File: src/rtl/irq_ack_ctrl.sv
module irq_ack_ctrl #(
  parameter int NSRC  = 3,
  parameter int LVL_W = 7,
  parameter int CH_W  = 2,
  parameter int VT_W  = 2,
  parameter int RA_W  = 4,
  parameter int DW    = 8
) (
  input  logic             clk,
  input  logic             rst_n,
  input  logic             reg_wr,
  input  logic [RA_W-1:0]  reg_addr,
  input  logic [DW-1:0]    reg_wdata,
  output logic [DW-1:0]    reg_rdata,
  input  logic [NSRC-1:0]  req_start,
  input  logic [CH_W-1:0]  req_chan,
  input  logic [VT_W-1:0]  req_vec,
  input  logic [NSRC-1:0]  grant,
  input  logic             iack_in,
  input  logic [LVL_W-1:0] ack_addr,
  output logic             iack_out,
  output logic [NSRC-1:0]  ack_sel,
  output logic [DW-1:0]    ack_data,
  output logic [NSRC-1:0]  irq
);
  localparam int ST_BASE  = 4;
  localparam int EOI_BASE = 8;
  localparam int PAD_W    = DW - 3 - VT_W - CH_W;

  logic [NSRC-1:0] hit, en_v, act_v;
  logic [DW-1:0]   lv_v [NSRC];
  logic [DW-1:0]   st_v [NSRC];

  for (genvar i = 0; i < NSRC; i++) begin : g_src
    logic [LVL_W-1:0] lvl;
    logic             en, act, eoi, svc;
    logic [CH_W-1:0]  ch;
    logic [VT_W-1:0]  vt;
    logic             lvl_wr, eoi_wr, idle;

    assign lvl_wr = reg_wr && (reg_addr == RA_W'(i));
    assign eoi_wr = reg_wr && (reg_addr == RA_W'(EOI_BASE + i));
    assign idle   = !en && !act;
    assign hit[i] = iack_in && (ack_addr == lvl);

    if (i == 0) begin : g_top
      assign ack_sel[i] = hit[i];
    end else begin : g_low
      assign ack_sel[i] = hit[i] && !(|hit[i-1:0]);
    end

    always_ff @(posedge clk) begin
      if (!rst_n) begin
        lvl <= '0;
        en  <= 1'b0;
        act <= 1'b0;
        eoi <= 1'b0;
        svc <= 1'b0;
        ch  <= '0;
        vt  <= '0;
      end else begin
        if (lvl_wr) lvl <= reg_wdata[LVL_W-1:0];

        if (eoi_wr) begin
          act <= 1'b0;
          svc <= 1'b0;
          if (svc) eoi <= 1'b1;
        end else begin
          if (grant[i] && en) act <= 1'b1;
          if (ack_sel[i] && en) svc <= 1'b1;
        end

        if (req_start[i] && idle) begin
          en  <= 1'b1;
          ch  <= req_chan;
          vt  <= req_vec;
          eoi <= 1'b0;
        end else if (ack_sel[i]) begin
          en <= 1'b0;
        end
      end
    end

    assign en_v[i]  = en;
    assign act_v[i] = act;
    assign lv_v[i]  = {{(DW-LVL_W){1'b0}}, lvl};
    assign st_v[i]  = {en, act, eoi, {PAD_W{1'b0}}, vt, ch};
  end

  assign irq      = en_v & act_v;
  assign iack_out = iack_in && !(|hit);

  always_comb begin
    reg_rdata = '0;
    ack_data  = '0;
    for (int i = 0; i < NSRC; i++) begin
      if (reg_addr == RA_W'(i))           reg_rdata = lv_v[i];
      if (reg_addr == RA_W'(ST_BASE + i)) reg_rdata = st_v[i];
      if (ack_sel[i])                     ack_data  = st_v[i];
    end
  end
endmodule

File: config.mk
export PLATFORM = sky130hd
export DESIGN_NAME = irq_ack_ctrl
export DESIGN_NICKNAME = d
export VERILOG_FILES = /design/src/rtl/irq_ack_ctrl.sv
export SDC_FILE = /design/constraint.sdc
export NUM_CORES = 1
export LEC_CHECK = 0
export ABC_AREA = 0
export ABC_CLOCK_PERIOD_IN_PS = 1600
export BUFFER_PORTS_ARGS = -buffer_cell sky130_fd_sc_hd__buf_4
export CAP_MARGIN = 20
export CORE_UTILIZATION = 54
export CTS_BUF_LIST = sky130_fd_sc_hd__clkbuf_8 sky130_fd_sc_hd__clkbuf_16
export DETAILED_ROUTE_END_ITERATION = 12
export PLACE_DENSITY = 0.79
export SYNTH_ARGS = -nofsm -noshare
export SYNTH_HDL_FRONTEND = slang
export SYNTH_SLANG_ARGS = --single-unit
File: constraint.sdc
create_clock -name clk -period 1.6 [get_ports clk]
set_input_delay 0.16 -clock clk [delete_from_list [all_inputs] [get_ports clk]]
set_output_delay 0.16 -clock clk [all_outputs]
set_load 0.01 [all_outputs]
==> impl_metrics.py, run 1 <==
metrics = {
    "route": {
        "drc": 12,
        "ant_nets": 0,
        "drt-initial-drc-count": 264,
        "via_per_inst": 6.02,
        "vias": 2595,
        "wl_per_cell_um": 18.9,
        "totalWireLength_mm": 8.14,
        "first_pass_iters": 9,
    },
    "power_and_ir_drop": {
        "p_per_area_nw_per_um2": 651,
        "p_leak_nw": 1.61,
        "ir_drop_v": 0.000516,
    },
    "layout": {
        "final_area_um2": 3670,
        "drive_gt1_share_pct": 43.8,
        "syn2layout_area_growth_pct": 43.9,
        "nets": 411,
        "antenna_cells": 0,
        "utilization_pct": 82.5,
    },
    "yosys": {
        "synthSimpleGateAreaFrac_pct": 25.2,
        "synthFlopType": "dfxtp_1",
        "yosys-top-cells-count": "dfxtp_1, mux2i_1, nor2b_1",
        "synth_top_area_share_pct": 35.3,
        "synth_area_leaders": "dfxtp_1, mux2i_1, nor2b_1",
        "synth_edf_count": 0,
        "synthCells": 291,
        "syn_area_um2": 2550,
        "synthMuxAreaShare_pct": 17.7,
        "yosysTopAreaCell": "dfxtp_1",
        "synth-seq-cells": 45,
        "syn_avg_cell_area_um2": 8.76,
        "synth_nets": 324,
        "ys_seq_area_share_pct": 35.3,
        "ys_warn_count": 0,
        "synth.distinct_cells": 39,
        "async_reset_ff_share_pct": 0,
        "synth_most_common_cell": "dfxtp_1",
        "synth_top_family_by_area": "simple AND/OR/NAND/NOR gates",
        "synth-compound-area-share_pct": 10.0,
        "synth_xor_area_share_pct": 7.22,
        "synthAdderAreaFrac_pct": 0,
    },
    "global_routing": {
        "grt_max_degree": 44,
        "grt.busiest_layer": "met2",
        "grt-ovfl-total": 0,
        "globalRouteMet1Util_pct": 39.8,
        "antenna_found_initial": 0,
        "grtUsageTotal_pct": 32.5,
        "gr-usage-met2_pct": 55.7,
        "met3_usage_pct": 6.84,
        "grt_pass1_vias": 2531,
        "grt_pass1_wl_mm": 12.4,
    },
    "sta": {
        "skew_ps": 6.79,
        "fin_crit_ps": 2020,
        "rsz0062_at_grt": "true",
        "setup_violations": 20,
        "min_period_over_period_pct": 126,
        "hold_viol_final": 0,
        "slew_viol_final": 0,
        "fmax_mhz": 496,
        "setup_slack_ps": -416,
    },
    "placement": {
        "gp_congestion": 0.926,
        "portBuffers": 53,
        "pre_cts_ws_ps": -140,
        "hpwl_mm": 5.22,
        "dpl-instance-area_um2": 3220,
    },
    "critical_path": {
        "r2r-end": "g_src[2].svc",
        "endpoint_kind": "output port",
        "crit_start": "g_src[0].lvl[6]",
        "worstPathArrival_ps": 1860,
        "r2r_cells": 8,
        "worstSetupStartpointType": "flip-flop",
        "worstSetupPathType": "flip-flop to output port",
        "regToRegStartpoint": "g_src[0].lvl[6]",
        "cp_max_fo": 7,
        "cp.required_ps": 1440,
        "reg2reg_slack_ps": -180,
    },
    "clocking": {
        "htreeDepth": 2,
        "cts.path.max_buffers": 2,
        "clk_pin_slew_ps": 90,
        "cts_buffers": 5,
        "cts_tree": "built",
        "cts.sinks": 45,
        "cts_hold_buf": 0,
        "clk_latency_ps": 310,
        "cts_root_buffer": "clkbuf_8",
    },
    "hold_path": {
        "hp-start": "grant[2]",
        "holdPathEnd": "g_src[2].act",
        "hold_class": "primary input to flip-flop",
        "hold_path_depth": 3,
    },
    "run_status": {
        "status": "finished with violations",
        "violations": "DRC, setup timing",
    },
    "floorplanning": {
        "coreArea_um2": 4440,
        "dieHeight_um": 70.7,
        "fp.dieW_um": 70.7,
        "rows": 24,
        "io_pins": 56,
        "die-area_um2": 5000,
        "initial_core_util_pct": 57.3,
    },
    "flow_run": {
        "drv_cap": 0,
    },
}
[registers in the layout, summed over array words and instances, names as in the netlist]
signal / flops
g_src.act: 3
g_src.ch: 6
g_src.en: 3
g_src.eoi: 3
g_src.lvl: 21
g_src.svc: 3
g_src.vt: 6
[stage by stage]
stage	hold WS [ps]	power (mW)	cells	setup TNS, ps
5_1_grt	98.2	2.46	431	-6160
3_5_place_dp	401	1.64	418	-854
6_report	82.6	2.39	431	-5260
3_3_place_gp	395	1.63	418	-503
2_1_floorplan	301	1.45	291	0
4_1_cts	83.0	2.33	427	-4310
[kinds of logic (layout without fill, tap and decap cells)]
logic type                Yosys count  after routing
and+or+nand+nor                   116            116
xor gates and xnor gates           21             21
muxes                              40             40
buffers and inverters              26            114
other                               1              1
DFF                                45             45
AOI/OAI and AO/OA                  42             42
[placed cells by master, fill, tap and decap left out, types with 2 or more instances in the layout]
| master | count |
|---|---|
| dfxtp_1 | 30 |
| inv_2 | 4 |
| dfxtp_2 | 14 |
| nor3b_1 | 5 |
| buf_6 | 16 |
| a21oi_1 | 11 |
| clkbuf_8 | 5 |
| nand2_1 | 18 |
| o21ai_0 | 2 |
| nand3_1 | 6 |
| nor2_4 | 5 |
| nor3b_2 | 3 |
| mux4_2 | 4 |
| and2_1 | 4 |
| nor2b_1 | 36 |
| xor2_1 | 5 |
| nand4_1 | 4 |
| o21ai_1 | 2 |
| inv_1 | 8 |
| nor2_1 | 20 |
| clkinv_2 | 3 |
| nor3_1 | 3 |
| xnor2_2 | 8 |
| buf_4 | 78 |
| nor3_2 | 2 |
| mux2i_1 | 35 |
| o22ai_2 | 4 |
| o22ai_1 | 2 |
| a31oi_1 | 8 |
| a31oi_4 | 5 |
| xnor2_1 | 7 |
[repair_timing]
item                                    in CTS  in global routing
buffers inserted                             1                  7
endpoints found under the setup margin      18                 22
pin swaps                                   16                 11
hold endpoints to repair                     0                  0
gates resized for setup                     52                 31
[where the power goes]
part / internal, mW / total (mW) / switching [mW]
clock: 0.297 / 0.707 / 0.409
combinational: 0.230 / 0.454 / 0.224
sequential: 1.16 / 1.23 / 0.0617
total: 1.69 / 2.39 / 0.695
[per-layer routing]
metal / up-vias / share of wire, %
li1: 1185 / -
met1: 1232 / 38
met2: 144 / 50
met3: 34 / 8.1
met4: 0 / 3.1
met5: - / 0
[critical path, stage by stage (launching register included)]
cell     delay [ps]
dfxtp_2         350
xor2_2          160
nor4_2          310
nand4_2         200
buf_6           210
nor2_4          110
a31oi_2          50
buf_4           150
[layout make-up]
class / instances / area [µm²]
Timing Repair Buffer: 94 / 766
Clock buffer: 5 / 68.8
Fill cell: 260 / 777
Clock inverter: 3 / 13.8
Inverter: 12 / 46.3
Tap cell: 52 / 65.1
Multi-Input combinational cell: 220 / 1790
Sequential cell: 45 / 922
[worst max path at each step]
stage                  end
2_1_floorplan  ack_data[0]
3_3_place_gp   ack_data[5]
3_5_place_dp   ack_data[0]
4_1_cts        ack_data[3]
5_1_grt        ack_data[3]
6_report       ack_data[3]
Note: power is estimated with default switching activity, not from simulation.
==> inputs of run 2 (changes only) <==
Settings changed: CELL_PAD_IN_SITES_DETAIL_PLACEMENT from default to 1, CELL_PAD_IN_SITES_GLOBAL_PLACEMENT from default to 1, CORE_UTILIZATION 54 to 40, PLACE_DENSITY 0.79 to default, PLACE_DENSITY_LB_ADDON from default to 0.1, TNS_END_PERCENT from default to 100.
==> run 2 against run 1 <==
Utilization is 22 points lower. Clock skew is 1.6 ps lower. Routed wire length is 3.8% higher. The flow finishes with violations (setup timing). Critical path type unchanged. Combinational power is 2% higher. Sequential share of layout area hardly changed. Setup slack worse by 36 ps.
==> impl_metrics.py, run 2 (synthesis results as in run 1) <==
metrics = {
    "run_status": {
        "status": "finished with violations",
        "violations": "setup timing",
    },
    "global_routing": {
        "grt_pass1_wl_mm": 13.2,
        "grtUsageTotal_pct": 27.0,
        "grt_pass1_vias": 2578,
        "grt_max_degree": 44,
        "antenna_found_initial": 0,
        "grt-ovfl-total": 0,
    },
    "sta": {
        "fmax_mhz": 487,
        "fin_crit_ps": 2050,
        "rsz0062_at_grt": "true",
        "skew_ps": 5.17,
        "setup_violations": 20,
        "hold_ws_ps": 104,
        "min_period_over_period_pct": 128,
        "setup_slack_ps": -452,
        "slew_viol_final": 0,
        "hold_viol_final": 0,
    },
    "critical_path": {
        "endpoint_kind": "output port",
        "worst_path_most_repeated_cell": "buf_4",
        "cp_cell_sequence": "xnor2_2, nand4_1, buf_4, nor2_1, buf_4, nand2_1, a31oi_1, buf_4",
        "worstSetupPathType": "flip-flop to output port",
        "cp_max_fo": 6,
        "path_buf_inv": 3,
        "max_stage_delay_ps": 340,
        "worstPathArrival_ps": 1890,
        "worst_path_max_delay_cell": "dfxtp_2",
        "cp.required_ps": 1440,
        "worstSetupStartpointType": "flip-flop",
        "cp_top_family": "buffers and inverters",
    },
    "placement": {
        "portBuffers": 53,
        "dpl-instance-area_um2": 3270,
        "hpwl_mm": 6.17,
        "gp_congestion": 0.849,
    },
    "route": {
        "via_per_inst": 5.36,
        "totalWireLength_mm": 8.44,
        "drt-initial-drc-count": 146,
        "first_pass_iters": 4,
        "drc": 0,
        "wl_per_cell_um": 18.5,
        "ant_nets": 0,
        "vias": 2446,
    },
    "clocking": {
        "clk_latency_ps": 300,
        "cts_root_buffer": "clkbuf_8",
        "cts_buffers": 5,
        "cts_hold_buf": 0,
        "clk_pin_slew_ps": 80,
        "cts.path.max_buffers": 2,
        "cts.sinks": 45,
        "cts_tree": "built",
        "htreeDepth": 2,
    },
    "layout": {
        "largest_reg_flops": 21,
        "final_area_um2": 3630,
        "largest-register": "g_src.lvl",
        "layout_commonest_cell": "buf_4",
        "largestRegisters": "g_src.lvl (21), g_src.ch (6), g_src.vt (6)",
        "layout_common_cells": "buf_4, mux2i_1, nor2b_1",
        "syn2layout_area_growth_pct": 42.5,
        "register_area_um2": 913,
        "multi_input_area_um2": 1720,
        "drive_gt1_share_pct": 40.2,
        "antenna_cells": 0,
        "nets": 413,
        "fillerInstances": 707,
    },
    "power_and_ir_drop": {
        "total_power_mw": 2.36,
        "ir_drop_v": 0.000400,
        "p_leak_nw": 1.59,
        "p_per_area_nw_per_um2": 649,
    },
    "floorplanning": {
        "rows": 28,
        "io_pins": 56,
        "dieHeight_um": 81.8,
        "fp.dieW_um": 81.8,
        "die-area_um2": 6700,
        "initial_core_util_pct": 42.3,
        "coreArea_um2": 6030,
    },
    "hold_path": {
        "hold_class": "primary input to flip-flop",
    },
    "flow_run": {
        "drv_cap": 0,
    },
}
==> run 2: where the power goes <==
group	switching [mW]	internal, mW
combinational	0.236	0.229
sequential	0.0489	1.16
clock	0.388	0.292
total	0.673	1.68
==> run 2: layout make-up <==
cell class	count	area share, %
well taps	75	2.58
multi-input cells	220	47.3
flip-flops and latches	45	25.1
clock buffers	5	1.89
inverters	12	1.27
clock inverters	3	0.310
repair buffers	96	21.5
==> run 2: repair_timing <==
item,CTS,global route
setup buffers,3,2
cloned,0,0
resized for setup,51,12
setup endpoints to repair,21,23
pin swaps,19,6
==> run 2: worst min-delay path, stage by stage <==
cell	delay [ps]
buf_4	80
a21oi_1	50
nor2_1	70
==> run 2: final timing paths <==
kind / start / endpoint / slack, ps / cells past startpoint
worst max-delay path: g_src[1].lvl[2] / ack_data[7] / -450 / 8
worst min-delay path: grant[2] / g_src[2].act / 100 / 3
worst max register to register: g_src[0].lvl[6] / g_src[1].svc / -280 / 9
worst min register to register: g_src[0].svc / g_src[0].svc / 470 / 2
==> run 2: through the flow <==
step                utilization, %  worst slack [ps]  setup TNS [ps]  std cells
floorplan                        -              70.1               0        291
global placement              54.2              -136           -1160        444
detailed placement            54.2              -138           -1210        444
CTS                           59.0              -399           -4980        455
global route                  60.3              -593           -7840        456
finish                        60.3              -452           -5560        456
==> run 2: layer usage <==
| layer | share of wire (%) | vias up | GRT usage, % |
|---|---|---|---|
| met5 | 0 | - | 0 |
| met4 | 1.3 | 0 | 8.25 |
| met3 | 2.9 | 10 | 4.00 |
| met2 | 50 | 51 | 46.7 |
| met1 | 46 | 1205 | 34.4 |
| li1 | - | 1180 | - |
==> inputs of run 3 (changes only) <==
==> constraint.sdc (replaced) <==
create_clock -name clk -period 1.6 [get_ports clk]
set_input_delay 0.16 -clock clk [delete_from_list [all_inputs] [get_ports clk]]
set_output_delay 0.16 -clock clk [all_outputs]
set_load 0.05 [all_outputs]
==> run 3 against run 2 <==
The run still ends with setup timing left. Utilization increased by 4.3 points. Largest power group unchanged. Highest routed layer unchanged. Clock power decreased by 0.6%. Routed wire length increased by 3.8%. Clock skew decreased by 1.5 ps. Critical path type unchanged.
==> impl_metrics.py, run 3 (synthesis results as in run 1) <==
metrics = {
    "run_status": {
        "status": "finished with violations",
        "violations": "setup timing",
    },
    "critical_path": {
        "regToRegStartpoint": "g_src[0].lvl[5]",
        "cp.required_ps": 1440,
        "worstSetupStartpointType": "flip-flop",
        "path_buf_inv": 3,
        "worstSetupPathType": "flip-flop to output port",
        "cp_top_family": "buffers and inverters",
        "worstPathArrival_ps": 1910,
        "reg2reg_slack_ps": -120,
        "cp_cell_sequence": "xnor2_2, nand4_1, buf_4, nor2_2, buf_6, nand2_1, a31oi_4, buf_6",
        "crit_start": "g_src[1].lvl[5]",
        "worst_path_most_repeated_cell": "buf_6",
        "endpoint_kind": "output port",
        "max_stage_delay_ps": 350,
        "cp_max_fo": 6,
        "worst_path_max_delay_cell": "dfxtp_2",
    },
    "layout": {
        "largest_reg_flops": 21,
        "antenna_cells": 0,
        "layout_commonest_cell": "buf_4",
        "largest-register": "g_src.lvl",
        "nets": 421,
        "utilization_pct": 64.6,
        "syn2layout_area_growth_pct": 52.7,
        "fillerInstances": 679,
        "largestRegisters": "g_src.lvl (21), g_src.ch (6), g_src.vt (6)",
        "drive_gt1_share_pct": 45.5,
        "layout_common_cells": "buf_4, mux2i_1, nor2b_1",
        "final_area_um2": 3890,
        "instances_no_fill": 462,
    },
    "floorplanning": {
        "coreArea_um2": 6030,
        "rows": 28,
        "die-area_um2": 6700,
        "initial_core_util_pct": 42.3,
        "io_pins": 56,
        "dieHeight_um": 81.8,
        "fp.dieW_um": 81.8,
    },
    "flow_run": {
        "drv_cap": 0,
    },
    "route": {
        "wl_met2_mm": 4.41,
        "ant_nets": 0,
        "drc": 0,
        "drt-initial-drc-count": 98,
        "totalWireLength_mm": 8.77,
        "top_layer": "met4",
        "wl_met1_mm": 3.86,
        "vias": 2530,
        "first_pass_iters": 4,
        "routed-wl-met3_um": 318,
        "via_per_inst": 5.48,
        "wl_per_cell_um": 19.0,
    },
    "clocking": {
        "htreeDepth": 2,
        "cts_hold_buf": 0,
        "cts_buffers": 5,
        "cts_root_buffer": "clkbuf_8",
        "cts.sinks": 45,
        "clk_pin_slew_ps": 80,
        "clk_latency_ps": 300,
        "cts_tree": "built",
        "cts.path.max_buffers": 2,
    },
    "sta": {
        "hold_ws_ps": 88.4,
        "skew_ps": 3.68,
        "rsz0062_at_grt": "true",
        "setup_slack_ps": -468,
        "min_period_over_period_pct": 129,
        "fmax_mhz": 484,
        "hold_viol_final": 0,
        "tns_ps": -5860,
        "fin_crit_ps": 2070,
        "slew_viol_final": 0,
        "setup_violations": 19,
    },
    "global_routing": {
        "grt_max_degree": 44,
        "grt_pass1_wl_mm": 13.3,
        "antenna_found_initial": 0,
        "grt-ovfl-total": 0,
        "grtUsageTotal_pct": 26.8,
        "grt_pass1_vias": 2638,
    },
    "power_and_ir_drop": {
        "comb_power_share_pct": 21.5,
        "p_leak_nw": 1.68,
        "clock_power_share_pct": 28.0,
        "ir_drop_v": 0.000343,
        "p_sw_uw": 719,
        "p_per_area_nw_per_um2": 620,
        "sw_frac_of_total_pct": 29.8,
        "internal-power_mw": 1.70,
        "total_power_mw": 2.42,
        "seqPwrFrac_pct": 50.5,
    },
    "placement": {
        "place_inst": 453,
        "hpwl_mm": 6.06,
        "pre_cts_ws_ps": -216,
        "portBuffers": 53,
        "dpl-instance-area_um2": 3500,
        "gp_congestion": 0.916,
    },
    "hold_path": {
        "hold_class": "primary input to flip-flop",
        "hp-start": "grant[0]",
    },
}
[run 3: changes by cell type in the layout (fill, tap and decap cells not counted), moves of 3 or more]
| cell | before | now |
|---|---|---|
| xnor2_1 | 11 | 6 |
| dfxtp_1 | 35 | 31 |
| inv_1 | 10 | 7 |
| xnor2_2 | 4 | 9 |
| dfxtp_4 | 0 | 3 |
| buf_4 | 80 | 75 |
| xor2_1 | 5 | 2 |
| buf_6 | 16 | 28 |
[run 3: area by class of cell]
cell class	count	area [µm²]	share of cell area, %
multi-input cells	220	1840	47.3
clock buffers	5	68.8	1.77
flip-flops and latches	45	926	23.8
clock inverters	1	5.00	0.129
well taps	75	93.8	2.41
repair buffers	104	898	23.1
inverters	12	57.6	1.48
[run 3: timing repair]
action,CTS,global route
gates cloned,0,0
resized for setup,49,28
pin swaps,13,9
endpoints found under the setup margin,20,24
setup buffers,3,4
[run 3: worst paths after layout]
kind                       end  depth (start not counted)
setup reg to reg   g_src[1].en                          9
hold / removal    g_src[0].act                          3
setup / recovery   ack_data[6]                          8
hold reg to reg   g_src[0].svc                          2
[run 3: worst min-delay path: stages]
cell and delay (ps):
buf_4 70, a21oi_1 50, nor2_1 70
[run 3: routing by layer]
layer | GRT usage, % | up-vias
met5 | 0 | -
met2 | 46.2 | 70
met3 | 6.11 | 18
met4 | 7.72 | 0
li1 | - | 1194
met1 | 33.0 | 1248
[run 3: power by group through the flow]
stage / sequential, mW / combinational (mW) / clock, mW
2_1_floorplan: 1.22 / 0.278 / 0
3_3_place_gp: 1.24 / 0.460 / 0
3_5_place_dp: 1.24 / 0.470 / 0
4_1_cts: 1.22 / 0.489 / 0.698
5_1_grt: 1.23 / 0.554 / 0.727
6_report: 1.22 / 0.520 / 0.677
